File: src/rtl/rsv_pkg.sv
package rsv_pkg;

   typedef enum logic [1:0] {
      WD_OFF   = 2'b00,
      WD_SHORT = 2'b01,
      WD_MID   = 2'b10,
      WD_LONG  = 2'b11
   } wd_mode_e;

   // Timeout multiplier for a mode code: 0, 1, 3, 7
   function automatic int unsigned wd_mult(input int unsigned code);
      return (code == 0) ? 0 : ((1 << code) - 1);
   endfunction

endpackage

File: src/rtl/rsv_thr_map.sv
module rsv_thr_map #(
   parameter int unsigned THR_W    = 3,
   parameter int unsigned N_LEVELS = 5,
   parameter int unsigned FALLBACK = 0
) (
   input  logic [THR_W-1:0] thr_sel,
   output logic [THR_W-1:0] thr_level
);
   localparam int unsigned CODES = 1 << THR_W;
   localparam logic [THR_W:0] NL = (THR_W+1)'(N_LEVELS);

   if (N_LEVELS > CODES) begin : g_bad_levels
      $error("rsv_thr_map: N_LEVELS exceeds code space");
   end
   if (FALLBACK >= N_LEVELS) begin : g_bad_fallback
      $error("rsv_thr_map: FALLBACK must name a valid level");
   end

   if (N_LEVELS == CODES) begin : g_full
      assign thr_level = thr_sel;
   end else begin : g_fold
      // codes past the last valid level fold onto the fallback level
      assign thr_level = ({1'b0, thr_sel} < NL) ? thr_sel : THR_W'(FALLBACK);
   end

   always_comb begin
      a_r1_level_valid: assert ({1'b0, thr_level} < NL);
   end

endmodule

File: src/rtl/rsv_hold_ctl.sv
module rsv_hold_ctl #(
   parameter int unsigned HOLD_CYC = 8192
) (
   input  logic clk,
   input  logic arst_n,
   input  logic supply_ok,
   input  logic on_battery,
   output logic hold
);
   localparam int unsigned CW = $clog2(HOLD_CYC + 1);
   localparam logic [CW-1:0] LAST = CW'(HOLD_CYC - 1);

   if (HOLD_CYC < 2) begin : g_bad_hold
      $error("rsv_hold_ctl: HOLD_CYC must be at least 2");
   end

   logic [CW-1:0] run_cnt;
   logic          good;

   assign good = supply_ok & ~on_battery;

   always_ff @(posedge clk or negedge arst_n) begin
      if (!arst_n) begin
         hold    <= 1'b1;
         run_cnt <= '0;
      end else if (!supply_ok) begin
         hold    <= 1'b1;
         run_cnt <= '0;
      end else if (hold) begin
         if (!good) begin
            run_cnt <= '0;
         end else if (run_cnt == LAST) begin
            hold    <= 1'b0;
            run_cnt <= '0;
         end else begin
            run_cnt <= run_cnt + 1'b1;
         end
      end
   end

   a_r2_dip_holds: assert property (@(posedge clk) disable iff (!arst_n)
      !supply_ok |=> hold);

   a_r4_release_on_main: assert property (@(posedge clk) disable iff (!arst_n)
      $fell(hold) |-> $past(supply_ok && !on_battery));

   a_r3_release_after_run: assert property (@(posedge clk) disable iff (!arst_n)
      $fell(hold) |-> ($past(run_cnt) == LAST));

endmodule

File: src/rtl/rsv_wdog.sv
module rsv_wdog
   import rsv_pkg::*;
#(
   parameter int unsigned WD_UNIT  = 8192,
   parameter int unsigned HOLD_CYC = 8192
) (
   input  logic     clk,
   input  logic     arst_n,
   input  logic     kill,
   input  logic     on_battery,
   input  wd_mode_e mode,
   input  logic     kick,
   output logic     pulse
);
   localparam int unsigned MAXLIM = WD_UNIT * wd_mult(3);
   localparam int unsigned CW     = $clog2(MAXLIM + 1);
   localparam int unsigned PW     = $clog2(HOLD_CYC + 1);
   localparam logic [PW-1:0] PLAST = PW'(HOLD_CYC - 1);

   if (WD_UNIT < 2) begin : g_bad_unit
      $error("rsv_wdog: WD_UNIT must be at least 2");
   end

   logic [CW-1:0] lim_tab [4];
   for (genvar g = 0; g < 4; g++) begin : g_lim
      assign lim_tab[g] = CW'(WD_UNIT * wd_mult(g));
   end

   logic [CW-1:0] wcnt;
   logic [PW-1:0] pcnt;
   logic [CW-1:0] lim_sel;
   logic          armed;
   logic          expire;

   assign lim_sel = lim_tab[mode];
   assign armed   = (mode != WD_OFF) && !on_battery;
   assign expire  = ({1'b0, wcnt} + 1'b1) >= {1'b0, lim_sel};

   always_ff @(posedge clk or negedge arst_n) begin
      if (!arst_n) begin
         wcnt  <= '0;
         pcnt  <= '0;
         pulse <= 1'b0;
      end else if (kill) begin
         wcnt  <= '0;
         pcnt  <= '0;
         pulse <= 1'b0;
      end else if (pulse) begin
         wcnt <= '0;
         if (pcnt == PLAST) begin
            pulse <= 1'b0;
            pcnt  <= '0;
         end else begin
            pcnt <= pcnt + 1'b1;
         end
      end else if (!armed || kick) begin
         wcnt <= '0;
      end else if (expire) begin
         pulse <= 1'b1;
         pcnt  <= '0;
         wcnt  <= '0;
      end else begin
         wcnt <= wcnt + 1'b1;
      end
   end

   a_r6_fire_needs_arm: assert property (@(posedge clk) disable iff (!arst_n)
      $rose(pulse) |-> $past(armed && !kick && !kill));

   a_r7_kick_restarts: assert property (@(posedge clk) disable iff (!arst_n)
      (!kill && !pulse && kick) |=> (wcnt == '0));

   a_r8_pulse_bounded: assert property (@(posedge clk) disable iff (!arst_n)
      pulse |-> (pcnt <= PLAST));

endmodule

File: src/rtl/rsv_supervisor.sv
module rsv_supervisor
   import rsv_pkg::*;
#(
   parameter int unsigned HOLD_CYC = 8192,
   parameter int unsigned WD_UNIT  = 8192,
   parameter int unsigned THR_W    = 3,
   parameter int unsigned N_LEVELS = 5
) (
   input  logic             clk,
   input  logic             arst_n,
   input  logic             supply_ok,
   input  logic             on_battery,
   input  logic [THR_W-1:0] thr_sel,
   output logic [THR_W-1:0] thr_level,
   input  logic [1:0]       wd_mode,
   input  logic             wd_kick,
   input  logic             bus_ovr,
   output logic             rst_out_n,
   output logic             bus_en
);
   logic hold;
   logic pulse;

   rsv_thr_map #(
      .THR_W    (THR_W),
      .N_LEVELS (N_LEVELS),
      .FALLBACK (0)
   ) u_thr (
      .thr_sel   (thr_sel),
      .thr_level (thr_level)
   );

   rsv_hold_ctl #(
      .HOLD_CYC (HOLD_CYC)
   ) u_hold (
      .clk        (clk),
      .arst_n     (arst_n),
      .supply_ok  (supply_ok),
      .on_battery (on_battery),
      .hold       (hold)
   );

   rsv_wdog #(
      .WD_UNIT  (WD_UNIT),
      .HOLD_CYC (HOLD_CYC)
   ) u_wdog (
      .clk        (clk),
      .arst_n     (arst_n),
      .kill       (hold | ~supply_ok),
      .on_battery (on_battery),
      .mode       (wd_mode_e'(wd_mode)),
      .kick       (wd_kick),
      .pulse      (pulse)
   );

   assign rst_out_n = ~(hold | pulse);
   assign bus_en    = rst_out_n | bus_ovr;

   a_r10_dip_beats_wd: assert property (@(posedge clk) disable iff (!arst_n)
      !supply_ok |=> !rst_out_n);

   a_r9_bus_in_reset: assert property (@(posedge clk) disable iff (!arst_n)
      (hold && !bus_ovr) |-> !bus_en);

endmodule

File: config.mk
export PLATFORM = sky130hd
export DESIGN_NAME = rsv_supervisor
export DESIGN_NICKNAME = d
export VERILOG_FILES = /design/src/rtl/rsv_pkg.sv /design/src/rtl/rsv_thr_map.sv /design/src/rtl/rsv_hold_ctl.sv /design/src/rtl/rsv_wdog.sv /design/src/rtl/rsv_supervisor.sv
export SDC_FILE = /design/constraint.sdc
export NUM_CORES = 1
export LEC_CHECK = 0
export BUFFER_PORTS_ARGS = -buffer_cell sky130_fd_sc_hd__buf_2
export CORE_ASPECT_RATIO = 1.75
export CORE_MARGIN = 8
export CORE_UTILIZATION = 60
export CTS_CLUSTER_SIZE = 24
export DETAILED_ROUTE_END_ITERATION = 10
export GPL_TIMING_DRIVEN = 0
export PLACE_DENSITY = 0.85
export SETUP_SLACK_MARGIN = 0.1
export SYNTH_ARGS = -nofsm -noshare
export SYNTH_HDL_FRONTEND = slang
export SYNTH_SLANG_ARGS = --single-unit
File: constraint.sdc
create_clock -name clk -period 5.2 [get_ports clk]
set_clock_uncertainty 0.15 [all_clocks]
set_input_delay 1.04 -clock clk [delete_from_list [all_inputs] [get_ports clk]]
set_output_delay 1.04 -clock clk [all_outputs]
set_load 0.01 [all_outputs]
==> Word-level counts from Yosys, hierarchy flattened <==
Cells that the tools add are included.
W data, S select, Z words.
{ "classes": {"addsub": 4, "multipliers": 0, "n_div": 0, "n_lt_le_gt_ge": 3, "n_eq_ne": 4, "n_shift": 0, "muxes": 26, "n_bitwise": 8, "reduce_logical": 7} }
{ "op_table": {"columns": ["operator", "n"], "rows": [
  ["$mux W14", 9],
  ["$mux W16", 6],
  ["$bmux W16 S2", 1],
  ["$add A14 B1 Y14 const B", 2],
  ["$eq A14 B13 Y1 const B", 2],
  ["$add A16 B1 Y17 const B", 1],
  ["$ge A17 B16 Y1", 1],
  ["$add A16 B1 Y16 const B", 1],
  ["$mux W1", 9],
  ["$ge A3 B3 Y1 const B", 1],
  ["$lt A3 B3 Y1 const B", 1],
  ["$mux W3", 1],
  ["$ne A3 B1 Y1 const B", 1],
  ["$not A1 Y1", 3],
  ["$not A2 Y3", 1],
  ["$or A1 B1 Y1", 3],
  ["$reduce_bool A3 Y1", 1],
  ["$logic_not A1 Y1", 2],
  ["$ne A2 B1 Y1 const B", 1],
  ["$reduce_and A2 Y1", 1],
  ["$reduce_bool A2 Y1", 1],
  ["$and A1 B1 Y1", 1],
  ["$logic_and A1 B1 Y1", 1],
  ["$logic_or A1 B1 Y1", 1]
]} }
{ "word_totals": {"regBits": 46, "latch_bits": 0, "mem_bits_rw": 0, "romBits": 0, "inputBits": 11, "output_inout_bits": 5, "wordCells": 57, "n_memories": 0} }

==> Longest topological paths before layout <==
{ "depth": {"word_depth": 9, "depth_mapped": 15, "depth_no_buf": 14} }

==> Modules after synthesis <==
From an unflattened synthesis, not the netlist that was laid out.
{ "hier_totals": {"cells_unflattened": 294, "area_unflattened_um2": 2840.2} }
{ "modules_own_cells": {"columns": ["module", "n_inst", "cells_per_inst", "area_each_um2", "seq_area_each_um2"], "rows": [
  ["rsv_wdog", 1, 196, 1916.8, 775.7],
  ["rsv_hold_ctl", 1, 92, 875.8, 376.6],
  ["rsv_thr_map", 1, 3, 30.0, 0.0],
  ["rsv_supervisor", 1, 3, 17.5, 0.0]
]} }

==> Least setup slack after synthesis <==
OpenSTA, ideal clock, no wires.
{ "synth_timing": {"path_type": "reg2reg", "from": "register u_wdog.wcnt[0]", "to": "register u_wdog.wcnt[10]", "setup_time_ns": 0.069, "arrival_ns": 2.726, "required_time_ns": 4.981, "slack_ns": 2.255, "path_stages_with_launch": 16, "path_buffers": 1, "synth_period_minus_slack_ns": 2.945, "cell_sequence": "dfrtp_1 > ha_1 > nand2_1 > nor2_2 > nand3_1 > nor2_1 > xor2_1 > ha_1 > nor2b_1 > o21a_1 > nor3_1 > o31ai_1 > a211oi_4 > nand2_4 > buf_6 > nor2_2"} }
{ "synth_via": {"elab_chain_cells": 6, "elab_cells_between_ends": 7, "cone_classes": "2 x add/sub; 1 x order compare; 4 x mux"} }
{ "synth_rtl": {"columns": ["element", "line_no", "source"], "rows": [
  ["from (decl)", "rsv_wdog.sv:29", "logic [CW-1:0] wcnt;"],
  ["from (signal assigned)", "rsv_wdog.sv:63", "wcnt <= wcnt + 1'b1;"],
  ["$add A16 B1 Y17", "rsv_wdog.sv:37", "assign expire = ({1'b0, wcnt} + 1'b1) >= {1'b0, lim_sel};"],
  ["$ge A17 B16 Y1", "rsv_wdog.sv:37", null],
  ["$mux W16 *", "rsv_wdog.sv:58", "end else if (expire) begin"],
  ["$mux W16 *", "rsv_wdog.sv:56", "end else if (!armed || kick) begin"],
  ["$mux W16 *", "rsv_wdog.sv:48", "end else if (pulse) begin"],
  ["$mux W16 *", "rsv_wdog.sv:44", "end else if (kill) begin"]
]} }
Mark *: on every way between the ends. The rest lies on a longest branch, timed or not.
A chain may end at the register's enable or synchronous reset.

==> Worst setup path after layout <==
{ "layout_timing": {"from": "register u_wdog.wcnt[0]", "to": "register u_wdog.wcnt[5]"} }
Same word-level chain as after synthesis.

==> impl_results.md <==
- Drt pass-1 iters: 4
- Largest family of logic cells by synthesized area: simple AND/OR/NAND/NOR gates
- Detailed Place HPWL: 3955 um
- Rel. slew slack: 0.2968
- Yosys reg bits: 46
- Post-synthesis sequential area ratio: 0.4260
- Number of max-cap violations: 0
- Post-synthesis mux area share: 0.01203
- First-pass GRT wire length: 9259 um
- Num rows: 32
- Crit path to: u_wdog.wcnt[5]
- Synth Area in XOR/XNOR: 0.09389
- Gr usage total: 0.1624
- Final period utilization: 0.6667
- Status: finished clean
- Compound-gate portion of the synthesized area: 0.1133
- Synthesized Nets: 306
- CP Data Arrival Time: 3.55 ns
- Cts bufs inserted: 5
- Slew of the pin with the lowest slew margin: 1.052 ns
- Unrepaired setup endpoints after global routing: no
- Initial DRC count: 104
- Design area: 2958 um2
- Top cell type by total area after synthesis: dfrtp_1
- Filler cells: 353
- R2r startpoint: u_wdog.wcnt[0]
- Most common cell after layout, fill and taps aside: dfrtp_1
- DIE AREA: 6998 um2
- IO Pins: 16
- CTS Hold Bufs: 0
- DRC Markers: 0
- Clock Latency Late Sink: 0.30 ns
- Kind of start point of the critical path: flop
- CTS clk-pin slew, worst paths: 0.08 ns
- Initial Utilization: 0.6198
- Final count of hold timing violations: 0
- Final cell count without fillers: 363
- Placed instance area: 2844 um2
- Vias: 2136
- Inst Count DP: 355
- Synth unique cells: 50
- Required time of the critical path: 5.28 ns
- Simple-Gate Fraction of Synth Area: 0.2937
- GRT overflow: 0
- Layout Utilization: 0.6778
- Core box area: 4364 um2
- Post-DRT Antenna Nets: 0
- Pwr dens: 220.7 nW/um2
- Maximum VDD drop: 0.2769 mV
- Root buf cell: clkbuf_8
- Via-per-instance ratio: 5.884
- Fmax: 288.4 MHz
- Ys async rst share: 1.000
- GPL Wtd Cong: 0.8199
- Antenna violations before repair: 0
- R2R Setup Slk: 1.73 ns
- Worst setup EP type: flop
- CTS tree: done
- Clock Sinks: 46
- Critical path startpoint: u_wdog.wcnt[0]
- Crit Path Category: reg -> reg
- Htree depth: 2
- Syn Area/Cell: 9.360 um2
- Vias in the first global route: 2187
- Static Leak: 1.274 nW
- Post-synthesis adder-cell area fraction: 0.02775
- Width of the die: 66.76 um
- Diodes inserted: 0
- Most frequent cells in the layout: dfrtp_1, nor2_1, nand2_1
- Post-CTS sizing: 0
- Layout net count: 328
- Final wirelength: 5427 um
- Fin crit period: 3.467 ns
- Hold crit path type: reg -> reg
- Clk buf depth: 2
- Setup Buffers After CTS: 0
- R2R depth: 15
- Top cell type's share of synthesized area: 0.4163
- Count of final setup violators: 0
- Total Power: 0.6529 mW
- Top FF cell, synth: dfrtp_1
- Number of I/O port buffers: 15
- Largest net degree at the start of global routing: 47
- Synth warn: 0
- Post-Syn Area: 2705 um2
- Post-synth EDFFs: 0
- Crit path max fanout: 10
- FF-to-FF End: u_wdog.wcnt[5]
- Drt wl/cell: 14.95 um
- Setup_tns: 0 ns
- Die Height: 104.8 um
- Largest cells by area after synthesis: dfrtp_1, nor2_1, xor2_1, xnor2_1, nand2_1
- Post-Syn Instances: 289
- P&R area growth vs syn: 9.343%
- Proportion of layout cells with a drive suffix above 1: 0.1923
- Max Slew Vio Count: 0
## synthesized netlist by cell type (3+ instances only)
master,n
o211ai_1,4
and3_2,4
or2_2,4
o31ai_1,3
buf_6,3
nor2_1,41
o21ai_0,4
nor2b_1,7
and2_1,3
nor2_2,12
clkbuf_1,8
o21ai_1,6
xnor2_1,13
ha_1,6
o311ai_1,7
and3_1,10
inv_1,5
a21oi_1,9
nor3b_1,3
nand2_1,25
dfrtp_1,45
nor3_1,5
xor2_1,16
nand3_1,14
nand4_1,7
## critical path, cell delays in order, from the launching register on
cell      delay [ns]
dfrtp_1         0.40
ha_1            0.23
nand2_1         0.16
nor2_2          0.19
nand3_1         0.17
nor2_1          0.15
xor2_1          0.21
ha_1            0.27
nor2b_1         0.13
o21a_1          0.17
nor3_1          0.16
o31ai_1         0.17
a211oi_4        0.43
nand2_4         0.09
buf_6           0.20
nor2_2          0.10
## layer usage
layer  share of wire  vias up  global-route usage
li1                -     1050                   -
met1            0.39     1032              0.1687
met2            0.55       39              0.2969
met3           0.032       15             0.02674
met4           0.028        0             0.07373
met5               0        -                   0
## state kept, by name, summed over array words and instances (netlist names)
register and count:
u_hold.hold 1, u_hold.run_cnt 14, u_wdog.pcnt 14, u_wdog.pulse 1, u_wdog.wcnt 16
## worst min-delay path by stage
stage                         startpoint        endpoint  slack, ns  cells past startpoint
after detailed placement  u_wdog.wcnt[0]  u_wdog.wcnt[0]       0.32                      1
after global placement    u_wdog.pcnt[8]  u_wdog.pcnt[8]       0.31                      1
final                     u_wdog.wcnt[0]  u_wdog.wcnt[0]       0.33                      1
after CTS                 u_wdog.pcnt[8]  u_wdog.pcnt[8]       0.33                      1
after global routing      u_wdog.wcnt[0]  u_wdog.wcnt[0]       0.35                      1
after floorplan           u_wdog.wcnt[0]  u_wdog.wcnt[0]       0.29                      1
## where the power goes
group | internal [mW] | switching (mW)
Sequential | 0.358 | 0.000684
Combinational | 0.00843 | 0.0184
Clock | 0.143 | 0.124
## metrics by stage
stage	setup slack, ns	hold slack, ns
global route	1.490	0.3463
global placement	1.802	0.3131
floorplan	2.255	0.2850
detailed placement	1.755	0.3193
finish	1.733	0.3320
CTS	1.701	0.3346
## kinds of logic after synthesis
family | Yosys count
and+or+nand+nor | 146
muxes | 2
adders and majority gates | 6
xor gates and xnor gates | 29
AOI/OAI and AO/OA | 43
DFF | 46
buffers and inverters | 17
## cell type report
type	instances	area, um2	share of cell area
buffer	12	71.32	0.02411
clock inverter	3	45.04	0.01523
sequential	46	1152	0.3896
tap	51	63.81	0.02157
inverter	5	18.77	0.006345
multi-input combinational	226	1463	0.4945
timing repair buffer	15	75.07	0.02538
clock buffer	5	68.82	0.02327
Power figures use the tool's default switching activity.
